$ cat config.mk
export PLATFORM = sky130hd
export DESIGN_NAME = dom_perm_unit
export DESIGN_NICKNAME = d
export VERILOG_FILES = /design/src/rtl/dom_perm_pkg.sv /design/src/rtl/dom_perm_bank.sv /design/src/rtl/dom_perm_eval.sv /design/src/rtl/dom_perm_unit.sv
export SDC_FILE = /design/constraint.sdc
export NUM_CORES = 1
export LEC_CHECK = 0
export BUFFER_PORTS_ARGS = -buffer_cell sky130_fd_sc_hd__clkbuf_2
export CAP_MARGIN = 20
export CORE_MARGIN = 4
export CORE_UTILIZATION = 45
export CTS_BUF_LIST = sky130_fd_sc_hd__clkbuf_4
export DETAILED_ROUTE_END_ITERATION = 7
export HOLD_SLACK_MARGIN = 0.03
export PLACE_DENSITY = 0.73
export SYNTH_ARGS = -nofsm -noshare
export SYNTH_HDL_FRONTEND = slang
export SYNTH_SLANG_ARGS = --single-unit
$ cat constraint.sdc
create_clock -name clk -period 8.1 [get_ports clk]
set_input_delay 2.025 -clock clk [delete_from_list [all_inputs] [get_ports clk]]
set_output_delay 2.025 -clock clk [all_outputs]
set_load 0.1 [all_outputs]
$ cat src/rtl/dom_perm_pkg.sv
package dom_perm_pkg;

    localparam int CODE_W = 2;
    localparam int PRIV_W = 2;
    localparam int NUM_BANK = 2;
    localparam int BANK_SEC = 1;

    typedef enum logic [CODE_W-1:0] {
        DC_NONE   = 2'b00,
        DC_CLIENT = 2'b01,
        DC_RSVD   = 2'b10,
        DC_MGR    = 2'b11
    } dcode_e;

    typedef enum logic [1:0] {
        RK_ALLOW = 2'b00,
        RK_DOMF  = 2'b01,
        RK_PERMF = 2'b10
    } rkind_e;

    typedef struct packed {
        logic   vld;
        rkind_e kind;
    } lk_res_t;

    function automatic rkind_e judge(input dcode_e code, input logic page_ok,
                                     input logic long_fmt);
        rkind_e r;
        if (long_fmt) begin
            r = page_ok ? RK_ALLOW : RK_PERMF;
        end else begin
            case (code)
                DC_CLIENT: r = page_ok ? RK_ALLOW : RK_PERMF;
                DC_MGR:    r = RK_ALLOW;
                default:   r = RK_DOMF;
            endcase
        end
        return r;
    endfunction

endpackage

$ cat src/rtl/dom_perm_bank.sv
module dom_perm_bank
    import dom_perm_pkg::*;
#(
    parameter int NUM_DOM = 16,
    localparam int WORD_W = NUM_DOM * CODE_W
) (
    input  logic              clk,
    input  logic              rst,
    input  logic              wr_en,
    input  logic              wr_sec,
    input  logic [WORD_W-1:0] wr_data,
    input  logic              sec_lock,
    output logic [WORD_W-1:0] sec_word,
    output logic [WORD_W-1:0] ns_word
);

    logic [WORD_W-1:0] words_q [NUM_BANK];

    for (genvar b = 0; b < NUM_BANK; b++) begin : g_bank
        logic hit;
        logic frozen;
        assign hit    = wr_en && (wr_sec == (b == BANK_SEC));
        assign frozen = (b == BANK_SEC) && sec_lock;

        always_ff @(posedge clk) begin
            if (rst) begin
                words_q[b] <= '0;
            end else if (hit && !frozen) begin
                words_q[b] <= wr_data;
            end
        end
    end

    assign sec_word = words_q[BANK_SEC];
    assign ns_word  = words_q[1-BANK_SEC];

endmodule

$ cat src/rtl/dom_perm_eval.sv
module dom_perm_eval
    import dom_perm_pkg::*;
#(
    parameter int NUM_DOM = 16,
    localparam int WORD_W = NUM_DOM * CODE_W,
    localparam int DOM_W  = $clog2(NUM_DOM)
) (
    input  logic              clk,
    input  logic              rst,
    input  logic              lk_vld,
    input  logic [DOM_W-1:0]  lk_dom,
    input  logic              lk_page_ok,
    input  logic              long_fmt,
    input  logic [WORD_W-1:0] word,
    output lk_res_t           res
);

    dcode_e  code;
    lk_res_t res_d;

    always_comb begin
        code       = dcode_e'(word[lk_dom*CODE_W +: CODE_W]);
        res_d.vld  = lk_vld;
        res_d.kind = lk_vld ? judge(code, lk_page_ok, long_fmt) : RK_ALLOW;
    end

    always_ff @(posedge clk) begin
        if (rst) begin
            res <= '0;
        end else begin
            res <= res_d;
        end
    end

endmodule

$ cat src/rtl/dom_perm_unit.sv
module dom_perm_unit
    import dom_perm_pkg::*;
#(
    parameter int NUM_DOM = 16,
    localparam int WORD_W = NUM_DOM * CODE_W,
    localparam int DOM_W  = $clog2(NUM_DOM)
) (
    input  logic              clk,
    input  logic              rst,
    input  logic              reg_req_vld,
    input  logic              reg_req_wr,
    input  logic [PRIV_W-1:0] reg_priv,
    input  logic              reg_sec,
    input  logic [WORD_W-1:0] reg_wdata,
    output logic              reg_rsp_vld,
    output logic              reg_undef,
    output logic [WORD_W-1:0] reg_rdata,
    input  logic              sec_lock,
    input  logic              long_fmt,
    input  logic              lk_vld,
    input  logic              lk_sec,
    input  logic [DOM_W-1:0]  lk_dom,
    input  logic              lk_page_ok,
    output logic              res_vld,
    output logic [1:0]        res_kind
);

    logic              priv_ok;
    logic              granted;
    logic [WORD_W-1:0] sec_word;
    logic [WORD_W-1:0] ns_word;
    logic [WORD_W-1:0] lk_word;
    lk_res_t           res;

    assign priv_ok = (reg_priv != '0);
    assign granted = reg_req_vld && priv_ok;

    dom_perm_bank #(.NUM_DOM(NUM_DOM)) u_bank (
        .clk      (clk),
        .rst      (rst),
        .wr_en    (granted && reg_req_wr),
        .wr_sec   (reg_sec),
        .wr_data  (reg_wdata),
        .sec_lock (sec_lock),
        .sec_word (sec_word),
        .ns_word  (ns_word)
    );

    assign lk_word = lk_sec ? sec_word : ns_word;

    dom_perm_eval #(.NUM_DOM(NUM_DOM)) u_eval (
        .clk        (clk),
        .rst        (rst),
        .lk_vld     (lk_vld),
        .lk_dom     (lk_dom),
        .lk_page_ok (lk_page_ok),
        .long_fmt   (long_fmt),
        .word       (lk_word),
        .res        (res)
    );

    always_ff @(posedge clk) begin
        if (rst) begin
            reg_rsp_vld <= 1'b0;
            reg_undef   <= 1'b0;
            reg_rdata   <= '0;
        end else begin
            reg_rsp_vld <= reg_req_vld;
            reg_undef   <= reg_req_vld && !priv_ok;
            reg_rdata   <= (granted && !reg_req_wr) ? (reg_sec ? sec_word : ns_word) : '0;
        end
    end

    assign res_vld  = res.vld;
    assign res_kind = res.kind;

endmodule

# [Word level (Yosys, flattened, before mapping)]
# Memory sizes are Yosys's and may differ from the RTL's.
# Cells that the tools add are included.
[word_totals] rom_bits=0 ramBits=64 reg_bits=37 n_memories=1 in_bits=48 latch_bits=0 output_inout_bits=37
[memory_table] name="u_bank.words_q" words=2 word_bits=32 read_ports=2 rd_ports_with_merged_regs=0 wr=2 line_no="dom_perm_bank.sv:17" text="logic [WORD_W-1:0] words_q [NUM_BANK];"
[classes] eq_ne=2 n_reduce_logical=13 add_sub_neg=0 muxes=15 shift=1 bitwise_logic=5 order_cmp=0 n_div=0 multipliers=0
[op_table] operator="two-way mux 32 bit" count=4
[op_table] operator="indexed part select 32 x 6 -> 2 bit" count=1
[op_table] operator="two-way mux 1 bit" count=8
[op_table] operator="logical AND 1 bit" count=7
[op_table] operator="two-way mux 2 bit" count=2
[op_table] operator="case mux 2 bit (2 select lines)" count=1
[op_table] operator="OR reduction 2 bit" count=2
[op_table] operator="logical NOT 1 bit" count=3
[op_table] operator="inverter 1 bit" count=3
[op_table] operator="equality test 2 x 1 -> 1 bit (second input constant)" count=1
[op_table] operator="equality test 2 bit (second input constant)" count=1
[op_table] operator="OR 1 bit" count=2
[op_table] operator="nonzero test 2 bit" count=1

# [Longest topological paths before layout]
[depth] ltp_word=9 depth_mapped=8

# [Cells and area by module]
# From an unflattened synthesis, not the netlist that was laid out.
[unflattened] hier_cells=359 hier_area_um2=4652.0
[modules_own_cells] mod="dom_perm_bank" cells_per_inst=174 area_each_um2=2454.9 seq_area_each_um2=1921.8 n_inst=1
[modules_own_cells] mod="dom_perm_unit" cells_per_inst=151 area_each_um2=1803.0 seq_area_each_um2=680.7 n_inst=1
[modules_own_cells] mod="dom_perm_eval" cells_per_inst=34 area_each_um2=394.1 seq_area_each_um2=60.1 n_inst=1

# [Worst setup path after synthesis]
# OpenSTA, ideal clock, no wires.
[synth_timing] path_type="input-to-reg" from="in reg_sec" to="mem u_bank.words_q[0][0] (netlist bit), enable pin" cell_stages=3 arrival_time_ps=3994 slack_ps=3678 setup_ps=428 cell_sequence="clkbuf_1 buf_2 o21bai_1"
[synth_lines] item="start, declared" line_no="dom_perm_unit.sv:13" text="input logic reg_sec,"
[synth_lines] item="end, declared" line_no="dom_perm_bank.sv:17"

==> results.py <==
metrics = {
    "sta": {
        "worst-slew-pin-transition_ns": 0.825,
        "maxSlewHeadroom_pct": 44.7,
        "clock_skew_ns": 0.0192,
        "drv_slew": 0,
        "rsz0062_at_grt": "no",
        "min_period_ns": 3.67,
        "hold_viol": 0,
        "period_share_pct": 45.3,
        "setup_viol": 0,
        "max_freq_ghz": 0.273,
        "hold_slack_ns": 0.529,
        "fin_tns_setup_ns": 0,
    },
    "global_route": {
        "grt_max_degree": 36,
        "overflow": 0,
        "grt_pass1_wl_mm": 13.5,
        "use_met1_pct": 20.4,
        "top_usage_layer": "met2",
        "grt_usage_pct": 16.1,
        "antenna_found_initial": 0,
        "grtUsageMet2_pct": 26.2,
        "use_met3_pct": 5.06,
        "grt_pass1_vias": 2710,
    },
    "yosys": {
        "ys_top_cells_by_count": "and2_1, edfxtp_1, mux2i_1",
        "yosys-top-cells-area": "edfxtp_1, dfxtp_1, mux2i_1",
        "ys_ff_latch": 101,
        "synth_warnings": 0,
        "synth.most_common_cell": "and2_1",
        "yosys.area.top_type": "edfxtp_1",
        "netlist_instances": 323,
        "synth_cell_types": 32,
        "synth_ff_type": "edfxtp_1",
        "ys_async_sr_fraction_pct": 0,
        "avgSynthCellArea_um2": 13.1,
        "syn_area_mm2": 0.00425,
        "synth.net_count": 371,
        "ys_seq_area_share_pct": 62.7,
        "synth-edff-count": 64,
        "synth_top_area_share_pct": 45.3,
    },
    "worst_setup_path": {
        "critPathKind": "in2reg",
        "critPathLaunchType": "input pin",
        "r2r_slack_ns": 6.20,
        "r2r-start": "u_bank.words_q[1][29]",
        "ff2ff_path_depth": 5,
        "critical_path_required_ns": 8.44,
        "endpoint_kind": "register",
        "reg2reg_to": "u_eval.res[1]",
        "cp.arrival_ns": 4.00,
        "cp_max_fo": 19,
    },
    "clock_tree": {
        "clockRootBuffer": "clkbuf_4",
        "cts_tree": "done",
        "worstSkewPairLatency_ns": 0.46,
        "cts_hold_buf": 0,
        "htreeDepth": 3,
        "cts_resized": 0,
        "clock_sinks": 101,
        "clkTransAtPathRegs_ns": 0.16,
        "post-cts-setup-buffers": 0,
        "clk_path_buf_depth": 2,
        "numCtsBuffers": 9,
    },
    "placed_design": {
        "placed_cells": 504,
        "gp_congestion": 0.831,
        "hpwl_mm": 6.12,
        "io_buffers": 84,
    },
    "floorplanning": {
        "die-area_mm2": 0.0111,
        "chipHeight_um": 105,
        "coreArea_mm2": 0.00920,
        "rows": 35,
        "die_w_um": 105,
        "io_pins": 85,
        "initial_core_util_pct": 46.2,
    },
    "pwr": {
        "ir_worst_vdd_mv": 0.0832,
        "leakage_nw": 2.10,
        "power_density_mw_per_mm2": 200,
    },
    "layout": {
        "area_growth_pct": 16.4,
        "fin_nets": 453,
        "drive_gt1_share_pct": 28.0,
        "final_cells": 521,
        "multiInputGateArea_mm2": 0.00151,
        "regArea_mm2": 0.00266,
        "fill_cells": 795,
        "antenna_cells": 0,
    },
    "job": {
        "maxCapViolations": 0,
    },
    "min_path": {
        "holdCritStartpoint": "u_bank.words_q[0][7]",
        "min_path_type": "reg2reg",
        "whs_path_depth": 2,
        "min_to": "reg_rdata[7]",
    },
    "routing": {
        "vias_per_cell": 5.11,
        "routed_wl_mm": 8.55,
        "num_vias": 2661,
        "ant_nets": 0,
        "detail_route.iter0.violations": 135,
        "wl_per_cell_um": 16.4,
        "drt_pass1_iterations": 4,
        "drc": 0,
    },
    "run_status": {
        "status": "completed",
    },
}
## sequential cells by signal (all words and copies together), names as in the netlist
register	flops
reg_rdata	32
reg_rsp_vld	1
reg_undef	1
u_bank.words_q	64
u_eval.res	3
## placed cells by master (no fill, tap or decap), drive strengths merged, types with 2 or more instances in the layout
master	instances
a22oi	4
inv	5
dfxtp	37
a21oi	4
nor2	36
nor2b	4
clkinvlp	2
nor4bb	2
edfxtp	64
nand2	6
nand2b	4
mux2i	51
a211oi	2
and2	65
nor3	2
mux4	7
o21ai	2
clkbuf	93
buf	5
nand3	4
## metal layers
| layer | part of all wire [%] | up-vias | wire length, um |
|---|---|---|---|
| met5 | 0 | - | 0 |
| met4 | 1.7 | 0 | 144 |
| met3 | 5.8 | 12 | 499 |
| met2 | 48 | 88 | 4130 |
| met1 | 44 | 1251 | 3770 |
| li1 | - | 1310 | - |
## layout make-up
cell class	count	share of cell area (%)
Inverter	2	0.152
Sequential cell	101	53.9
Clock buffer	9	1.37
Timing Repair Buffer	89	9.67
Clock inverter	7	1.62
Multi-Input combinational cell	202	30.5
Tap cell	111	2.81
## stage by stage
step / instance area (um2) / util [%] / setup slack, ns / total power (W)
after global routing: 4940 / 53.8 / 4.34 / 0.00103
after global placement: 4770 / 51.9 / 3.69 / 0.000725
after CTS: 4920 / 53.5 / 4.10 / 0.000994
after floorplan: 4250 / - / 3.68 / 0.000688
after detailed placement: 4770 / 51.9 / 3.59 / 0.000728
final: 4940 / 53.8 / 4.43 / 0.000990
## power by group
group | internal [W] | switching [W] | leakage (nW)
clock network | 0.0000978 | 0.000176 | 0.0735
logic | 0.0000424 | 0.0000863 | 1.10
registers | 0.000575 | 0.0000124 | 0.921
total | 0.000715 | 0.000275 | 2.10
## kinds of logic (layout without fill, tap and decap cells)
kind of cell	after synthesis	count (layout)	synth area share, %
AND/OR/NAND/NOR	126	126	16.1
flip-flops	101	101	62.7
multiplexers	59	59	16.3
buffers and inverters	20	107	2.03
AO/OA/AOI/OAI	17	17	2.86
## worst max-delay path by stage
stage / startpoint / to / slack [ns] / depth (start not counted)
floorplan: reg_sec / u_bank.words_q[0][0] / 3.68 / 3
CTS: reg_sec / u_bank.words_q[1][17] / 4.10 / 5
global route: reg_sec / u_bank.words_q[1][22] / 4.34 / 5
global placement: reg_sec / u_bank.words_q[1][2] / 3.69 / 5
finish: reg_sec / u_bank.words_q[1][21] / 4.43 / 5
detailed placement: reg_sec / u_bank.words_q[1][24] / 3.59 / 5
## critical path, stage by stage
cell and delay [ns]:
clkbuf_2 0.51, nor3b_1 0.29, nor2b_1 0.68, buf_4 0.34, and2_1 0.15
Power figures use the tool's default switching activity.
